==> config.mk <==
export PLATFORM = sky130hd
export DESIGN_NAME = msgirq_vector_unit
export DESIGN_NICKNAME = d
export VERILOG_FILES = /design/src/rtl/mvu_pkg.sv /design/src/rtl/mvu_table.sv /design/src/rtl/mvu_pending.sv /design/src/rtl/mvu_sender.sv /design/src/rtl/msgirq_vector_unit.sv
export SDC_FILE = /design/constraint.sdc
export NUM_CORES = 2
export LEC_CHECK = 0
export ABC_AREA = 1
export ABC_CLOCK_PERIOD_IN_PS = 10700
export BUFFER_PORTS_ARGS = -buffer_cell sky130_fd_sc_hd__buf_2
export CORE_MARGIN = 10
export CORE_UTILIZATION = 45
export CTS_CLUSTER_SIZE = 14
export DETAILED_ROUTE_END_ITERATION = 6
export PLACE_DENSITY = 0.58
export SLEW_MARGIN = 10
export SYNTH_ARGS = -nofsm -noshare
export SYNTH_HDL_FRONTEND = slang
export SYNTH_SLANG_ARGS = --single-unit
==> constraint.sdc <==
create_clock -name clk -period 10.7 [get_ports clk]
set_clock_uncertainty 0.05 [all_clocks]
set_input_delay 0.535 -clock clk [delete_from_list [all_inputs] [get_ports clk]]
set_output_delay 0.535 -clock clk [all_outputs]
set_load 0.01 [all_outputs]
==> src/rtl/mvu_pkg.sv <==
package mvu_pkg;

  typedef struct packed {
    logic [63:0] addr;
    logic [31:0] data;
    logic        mask;
  } vec_entry_t;

  typedef enum logic [1:0] {
    W_ADDR_LO = 2'd0,
    W_ADDR_HI = 2'd1,
    W_DATA    = 2'd2,
    W_VCTRL   = 2'd3
  } ent_word_e;

endpackage

==> src/rtl/mvu_table.sv <==
module mvu_table
  import mvu_pkg::*;
#(
  parameter int N     = 8,
  parameter int IDX_W = 3
) (
  input  logic             clk,
  input  logic             rst,
  input  logic             wr_en,
  input  logic [IDX_W-1:0] wr_vec,
  input  logic [1:0]       wr_word,
  input  logic [31:0]      wdata,
  output vec_entry_t       ents [N]
);

  vec_entry_t ents_q [N];

  for (genvar v = 0; v < N; v++) begin : g_ent
    always_ff @(posedge clk) begin
      if (rst) begin
        ents_q[v] <= '{addr: 64'd0, data: 32'd0, mask: 1'b1};
      end else if (wr_en && wr_vec == IDX_W'(v)) begin
        case (ent_word_e'(wr_word))
          W_ADDR_LO: ents_q[v].addr[31:0]  <= wdata;
          W_ADDR_HI: ents_q[v].addr[63:32] <= wdata;
          W_DATA:    ents_q[v].data        <= wdata;
          default:   ents_q[v].mask        <= wdata[0];
        endcase
      end
    end
    assign ents[v] = ents_q[v];
  end

endmodule

==> src/rtl/mvu_pending.sv <==
module mvu_pending #(
  parameter int N     = 8,
  parameter int IDX_W = 3
) (
  input  logic             clk,
  input  logic             rst,
  input  logic [N-1:0]     set_bits,
  input  logic [N-1:0]     used,
  input  logic [N-1:0]     blocked,
  input  logic             take,
  output logic [N-1:0]     pend,
  output logic             grant_any,
  output logic [IDX_W-1:0] grant_idx
);

  logic [N-1:0] pend_q;
  logic [N-1:0] cand;
  logic [N-1:0] clr;

  assign cand = pend_q & ~blocked & used;

  // lowest index wins: scan downward, last hit overrides
  always_comb begin
    grant_any = 1'b0;
    grant_idx = '0;
    for (int v = N - 1; v >= 0; v--) begin
      if (cand[v]) begin
        grant_any = 1'b1;
        grant_idx = IDX_W'(v);
      end
    end
  end

  assign clr = (take && grant_any) ? (N'(1) << grant_idx) : '0;

  always_ff @(posedge clk) begin
    if (rst) pend_q <= '0;
    else     pend_q <= ((pend_q & ~clr) | set_bits) & used;
  end

  assign pend = pend_q;

endmodule

==> src/rtl/mvu_sender.sv <==
module mvu_sender (
  input  logic        clk,
  input  logic        rst,
  input  logic        load,
  input  logic [63:0] load_addr,
  input  logic [31:0] load_data,
  input  logic        msg_ready,
  output logic        msg_valid,
  output logic [63:0] msg_addr,
  output logic [31:0] msg_data
);

  always_ff @(posedge clk) begin
    if (rst) begin
      msg_valid <= 1'b0;
      msg_addr  <= '0;
      msg_data  <= '0;
    end else if (load) begin
      msg_valid <= 1'b1;
      msg_addr  <= load_addr;
      msg_data  <= load_data;
    end else if (msg_valid && msg_ready) begin
      msg_valid <= 1'b0;
    end
  end

endmodule

==> src/rtl/msgirq_vector_unit.sv <==
module msgirq_vector_unit
  import mvu_pkg::*;
#(
  parameter int                N        = 8,
  parameter int                ADDR_W   = 12,
  parameter logic [ADDR_W-1:0] PBA_BASE = 12'h800,
  localparam int               VEC_W    = $clog2(N) + 1
) (
  input  logic              clk,
  input  logic              rst,
  input  logic              reg_wr,
  input  logic              reg_rd,
  input  logic [ADDR_W-1:0] reg_addr,
  input  logic [31:0]       reg_wdata,
  output logic [31:0]       reg_rdata,
  input  logic              ctrl_wr,
  input  logic [7:0]        ctrl_wdata,
  output logic [15:0]       ctrl_rdata,
  input  logic              req_valid,
  input  logic [VEC_W-1:0]  req_vec,
  input  logic [N-1:0]      vec_used,
  output logic              msg_valid,
  input  logic              msg_ready,
  output logic [63:0]       msg_addr,
  output logic [31:0]       msg_data
);

  localparam int IDX_W     = (N > 1) ? $clog2(N) : 1;
  localparam int WI_W      = ADDR_W - 2;
  localparam int TAB_WORDS = N * 4;
  localparam int PBA_WORDS = ((N + 63) / 64) * 2;
  localparam int PEND_BITS = PBA_WORDS * 32;

  vec_entry_t       ents [N];
  logic             en_q, mall_q, func_mask;
  logic [N-1:0]     blocked, set_bits, pend_bits;
  logic             grant_any, take;
  logic [IDX_W-1:0] grant_idx;
  logic             aligned, in_table, in_pba;
  logic [WI_W-1:0]  word_idx, pba_idx;
  logic [IDX_W-1:0] tab_vec;
  logic [31:0]      rd_word;
  logic [PEND_BITS-1:0] pend_pad;
  logic             unused_ctrl_bits;

  assign unused_ctrl_bits = ^ctrl_wdata[5:0];

  // function-level control
  always_ff @(posedge clk) begin
    if (rst) begin
      en_q   <= 1'b0;
      mall_q <= 1'b0;
    end else if (ctrl_wr) begin
      en_q   <= ctrl_wdata[7];
      mall_q <= ctrl_wdata[6];
    end
  end

  assign func_mask  = !en_q || mall_q;
  assign ctrl_rdata = {en_q, mall_q, 3'b000, 11'(N - 1)};

  // register-port decode
  assign aligned  = (reg_addr[1:0] == 2'b00);
  assign word_idx = reg_addr[ADDR_W-1:2];
  assign in_table = aligned && (reg_addr < PBA_BASE) && (word_idx < WI_W'(TAB_WORDS));
  assign in_pba   = aligned && (reg_addr >= PBA_BASE);
  assign pba_idx  = word_idx - WI_W'(PBA_BASE >> 2);
  assign tab_vec  = word_idx[IDX_W+1:2];

  mvu_table #(.N(N), .IDX_W(IDX_W)) u_table (
    .clk    (clk),
    .rst    (rst),
    .wr_en  (reg_wr && in_table),
    .wr_vec (tab_vec),
    .wr_word(word_idx[1:0]),
    .wdata  (reg_wdata),
    .ents   (ents)
  );

  // request decode and effective masks
  for (genvar v = 0; v < N; v++) begin : g_vec
    assign set_bits[v] = req_valid && (req_vec == VEC_W'(v));
    assign blocked[v]  = ents[v].mask | func_mask;
  end

  assign take = !msg_valid;

  mvu_pending #(.N(N), .IDX_W(IDX_W)) u_pending (
    .clk      (clk),
    .rst      (rst),
    .set_bits (set_bits),
    .used     (vec_used),
    .blocked  (blocked),
    .take     (take),
    .pend     (pend_bits),
    .grant_any(grant_any),
    .grant_idx(grant_idx)
  );

  mvu_sender u_sender (
    .clk      (clk),
    .rst      (rst),
    .load     (take && grant_any),
    .load_addr(ents[grant_idx].addr),
    .load_data(ents[grant_idx].data),
    .msg_ready(msg_ready),
    .msg_valid(msg_valid),
    .msg_addr (msg_addr),
    .msg_data (msg_data)
  );

  // read path
  assign pend_pad = PEND_BITS'(pend_bits);

  always_comb begin
    rd_word = '0;
    if (in_table) begin
      case (ent_word_e'(word_idx[1:0]))
        W_ADDR_LO: rd_word = ents[tab_vec].addr[31:0];
        W_ADDR_HI: rd_word = ents[tab_vec].addr[63:32];
        W_DATA:    rd_word = ents[tab_vec].data;
        default:   rd_word = {31'd0, ents[tab_vec].mask};
      endcase
    end else if (in_pba) begin
      for (int k = 0; k < PBA_WORDS; k++) begin
        if (pba_idx == WI_W'(k)) rd_word = pend_pad[k*32 +: 32];
      end
    end
  end

  always_ff @(posedge clk) begin
    if (rst)         reg_rdata <= '0;
    else if (reg_rd) reg_rdata <= rd_word;
  end

endmodule

==> metrics <==
Routed WL per cell=26.6 um; ys flop type=edfxtp_1; Routed WL=189,000 um; DP HPWL=99,300 um; final setup margin=6.24 ns; Yosys cell types=37; Mapped Area=around 47,000 sq um; Final Setup Violations=0; Final Hold Fails=0; Pre-antenna DRT Iters=6; P_leak=22.1 nW; critical path fanouts, max=roughly 50; RSZ-0062 raised after global routing=false; status=finished clean; Slew headroom=16.5%; CTS clock-pin slew for the worst setup and hold paths=roughly 0.06 ns; maximum vdd drop=roughly 0.00013 V; via count=between 40,000 and 50,000; max_cap viols=0; Area growth, synth to finish=10.8%; setup_tns=0 ns; initial antenna violation count=5; die area=roughly 120,000 sq um; post-CTS setup buffers=0; number of routed nets with antenna violations=0; Clock Sinks=between 900 and 1,000; Worst Max-Slew Pin Slew=around 1.3 ns; Post-synth EDFFs=776; top cell type's share of synthesized area=between 40% and 50%; fraction of power consumed by the clock network=approximately 43%; Crit path required time=11.29 ns; crit path time final=4.46 ns; register share of total power=around 50%; number of I/O pins=roughly 220; Die Width=roughly 340 um; Fillers=roughly 9,900; Clock Latency Late Sink=0.70 ns; crit end category=flip-flop; final net count=5,682; H-tree lvl count=3; combinational power share=roughly 7.6%; worst hold path type=primary input to flip-flop; Root Driver=clkbuf_16; Critical Path AT=a little over 5 ns; ranking of synthesized cells by area=edfxtp_1 (50%), nand2_1 (17%), nand3_1 (7.1%); die height=approximately 340 um; Synth area leader=edfxtp_1; pwr/cell area=~160 nW/um^2; switching pwr=a little over 2 mW; number of CTS-inserted buffers=103; TritonCTS clock tree=done; layout cells sized above 1=8.93%; synth warn=0; Max Clock Freq=between 200 and 250 MHz; final core utilization=~50%; grt total ovfl=0; Int Pwr=between 6 and 7 mW; vias in the first global route=approximately 40,000; post-cts resize count=0; largest net degree at the start of global routing=approximately 190; I/O Buffers=a little under 200; CTS Hold Buffers Added=0; Synth async-reset ratio=0%; # rows=around 120; gpl congestion=approximately 0.83; sw frac=around a quarter; synthesis-stage register bit count=915; core box area=a little over 100,000 sq um; GR Util All Layers=31.1%; CTS Buffer Depth=3; final slew viol count=0; DRC marker count from the first detailed-route iteration=between 6,000 and 7,000; CP startpoint kind=flip-flop; DRC viols=0; Syn Inst Count=about 5,700; DR vias/cell=about 6.0; critical path type=flip-flop to flip-flop; fin crit share=between 40% and 50%; Seq/Total Area, Yosys=55.7%; Final Power=slightly above 8 mW; first-pass GRT wire length=about 270,000 um; Place WS=approximately 6 ns; mean cell area of the mapped netlist=between 8 and 9 sq um; hold slack=0.0270 ns; list of most frequent post-synthesis cells=nand2_1 (2,109), nor2_1 (803), edfxtp_1 (776); most frequent cell after synthesis=nand2_1; initial core utilization=45.3%
final timing paths:
check / startpoint / endpoint / slack (ns) / cells after the start
setup / recovery: u_table.ents_q[0][0]$_SDFFCE_PN1P_ / u_sender.msg_addr[5]$_SDFFE_PP0P_ / 6.24 / 11
hold / removal: ctrl_wdata[7] / en_q$_SDFFE_PP0P_ / 0.03 / 3
setup reg to reg: u_table.ents_q[0][0]$_SDFFCE_PN1P_ / u_sender.msg_addr[5]$_SDFFE_PP0P_ / 6.24 / 11
hold reg to reg: reg_rdata[31]$_SDFFE_PP0P_ / reg_rdata[31]$_SDFFE_PP0P_ / 0.41 / 2
metrics by stage:
step,area (sq um),std cells
floorplan,46900,5717
global placement,48600,6886
detailed placement,48600,6886
CTS,51900,7078
global route,51900,7078
finish,51900,7080
kinds of logic (layout without fill, tap and decap cells):
group	count (synthesis)	in the layout	share of synthesized area, %
simple gates	3679	3679	31.9
flops	915	915	55.7
buf+inv	672	653	6.17
compound gates	437	437	6.23
other cells	2	16	0.0160
final cells by class:
cell class,instances,area (sq um),area share [%]
Antenna cell,2,5.00,0.00964
Inverter,176,694,1.34
Timing Repair Buffer,285,1690,3.26
Multi-Input combinational cell,4130,18400,35.4
Tap cell,1380,1730,3.33
Clock inverter,33,248,0.477
Sequential cell,915,26100,50.2
Clock buffer,159,3080,5.94
critical path, cell delays in order (launching register included):
cell and delay [ns]:
edfxtp_1 0.40, nor2_1 0.20, nand3_4 0.64, nand2_1 0.29, nor2_1 0.13, nor2_4 0.62
buf_4 0.64, buf_4 0.88, nand2_1 0.26, nand3_1 0.15, nand2_1 0.05, inv_1 0.07
per-layer routing:
metal | share of wire, % | vias to the layer above | global-route usage, %
li1 | - | 18800 | -
met1 | 40 | 20600 | 42.8
met2 | 43 | 2795 | 46.4
met3 | 13 | 445 | 7.91
met4 | 3.9 | 4 | 12.9
met5 | 0.014 | - | 0
flip-flops by register name, summed over array words and instances (netlist names):
register and flops:
en_q 1, u_pending.pend 8, u_sender.msg_data 32, mall_q 1, reg_rdata 32, u_table.ents_q 776, u_sender.msg_addr 64, u_sender.msg_valid 1
power groups by stage:
| stage | registers [mW] | logic, mW | clock network, mW |
|---|---|---|---|
| final | 4.09 | 0.625 | 3.55 |
| after global routing | 4.11 | 0.663 | 3.70 |
| after CTS | 4.09 | 0.606 | 3.55 |
| after detailed placement | 4.16 | 0.605 | 0 |
| after global placement | 4.16 | 0.602 | 0 |
| after floorplan | 4.15 | 0.358 | 0 |
placed cells by master, fill, tap and decap left out, types with 3 or more instances in the layout:
master / count
nor2_1: 799
conb_1: 14
nand3_2: 17
nand3_4: 10
inv_6: 6
o211ai_1: 10
nand3_1: 641
nor2_4: 5
o21ai_4: 21
edfxtp_1: 776
a21oi_1: 40
o21ai_0: 66
nor3_1: 4
a31oi_1: 41
nand4_1: 86
a41oi_1: 6
clkbuf_8: 21
inv_1: 164
clkinv_2: 13
dfxtp_1: 139
nand2_2: 4
buf_2: 194
clkbuf_1: 31
clkinv_1: 14
a22oi_1: 244
nand2_1: 2105
buf_12: 3
inv_2: 3
clkbuf_16: 107
bufinv_16: 3
buf_4: 88
No activity file was read; power rests on OpenSTA's default activity.
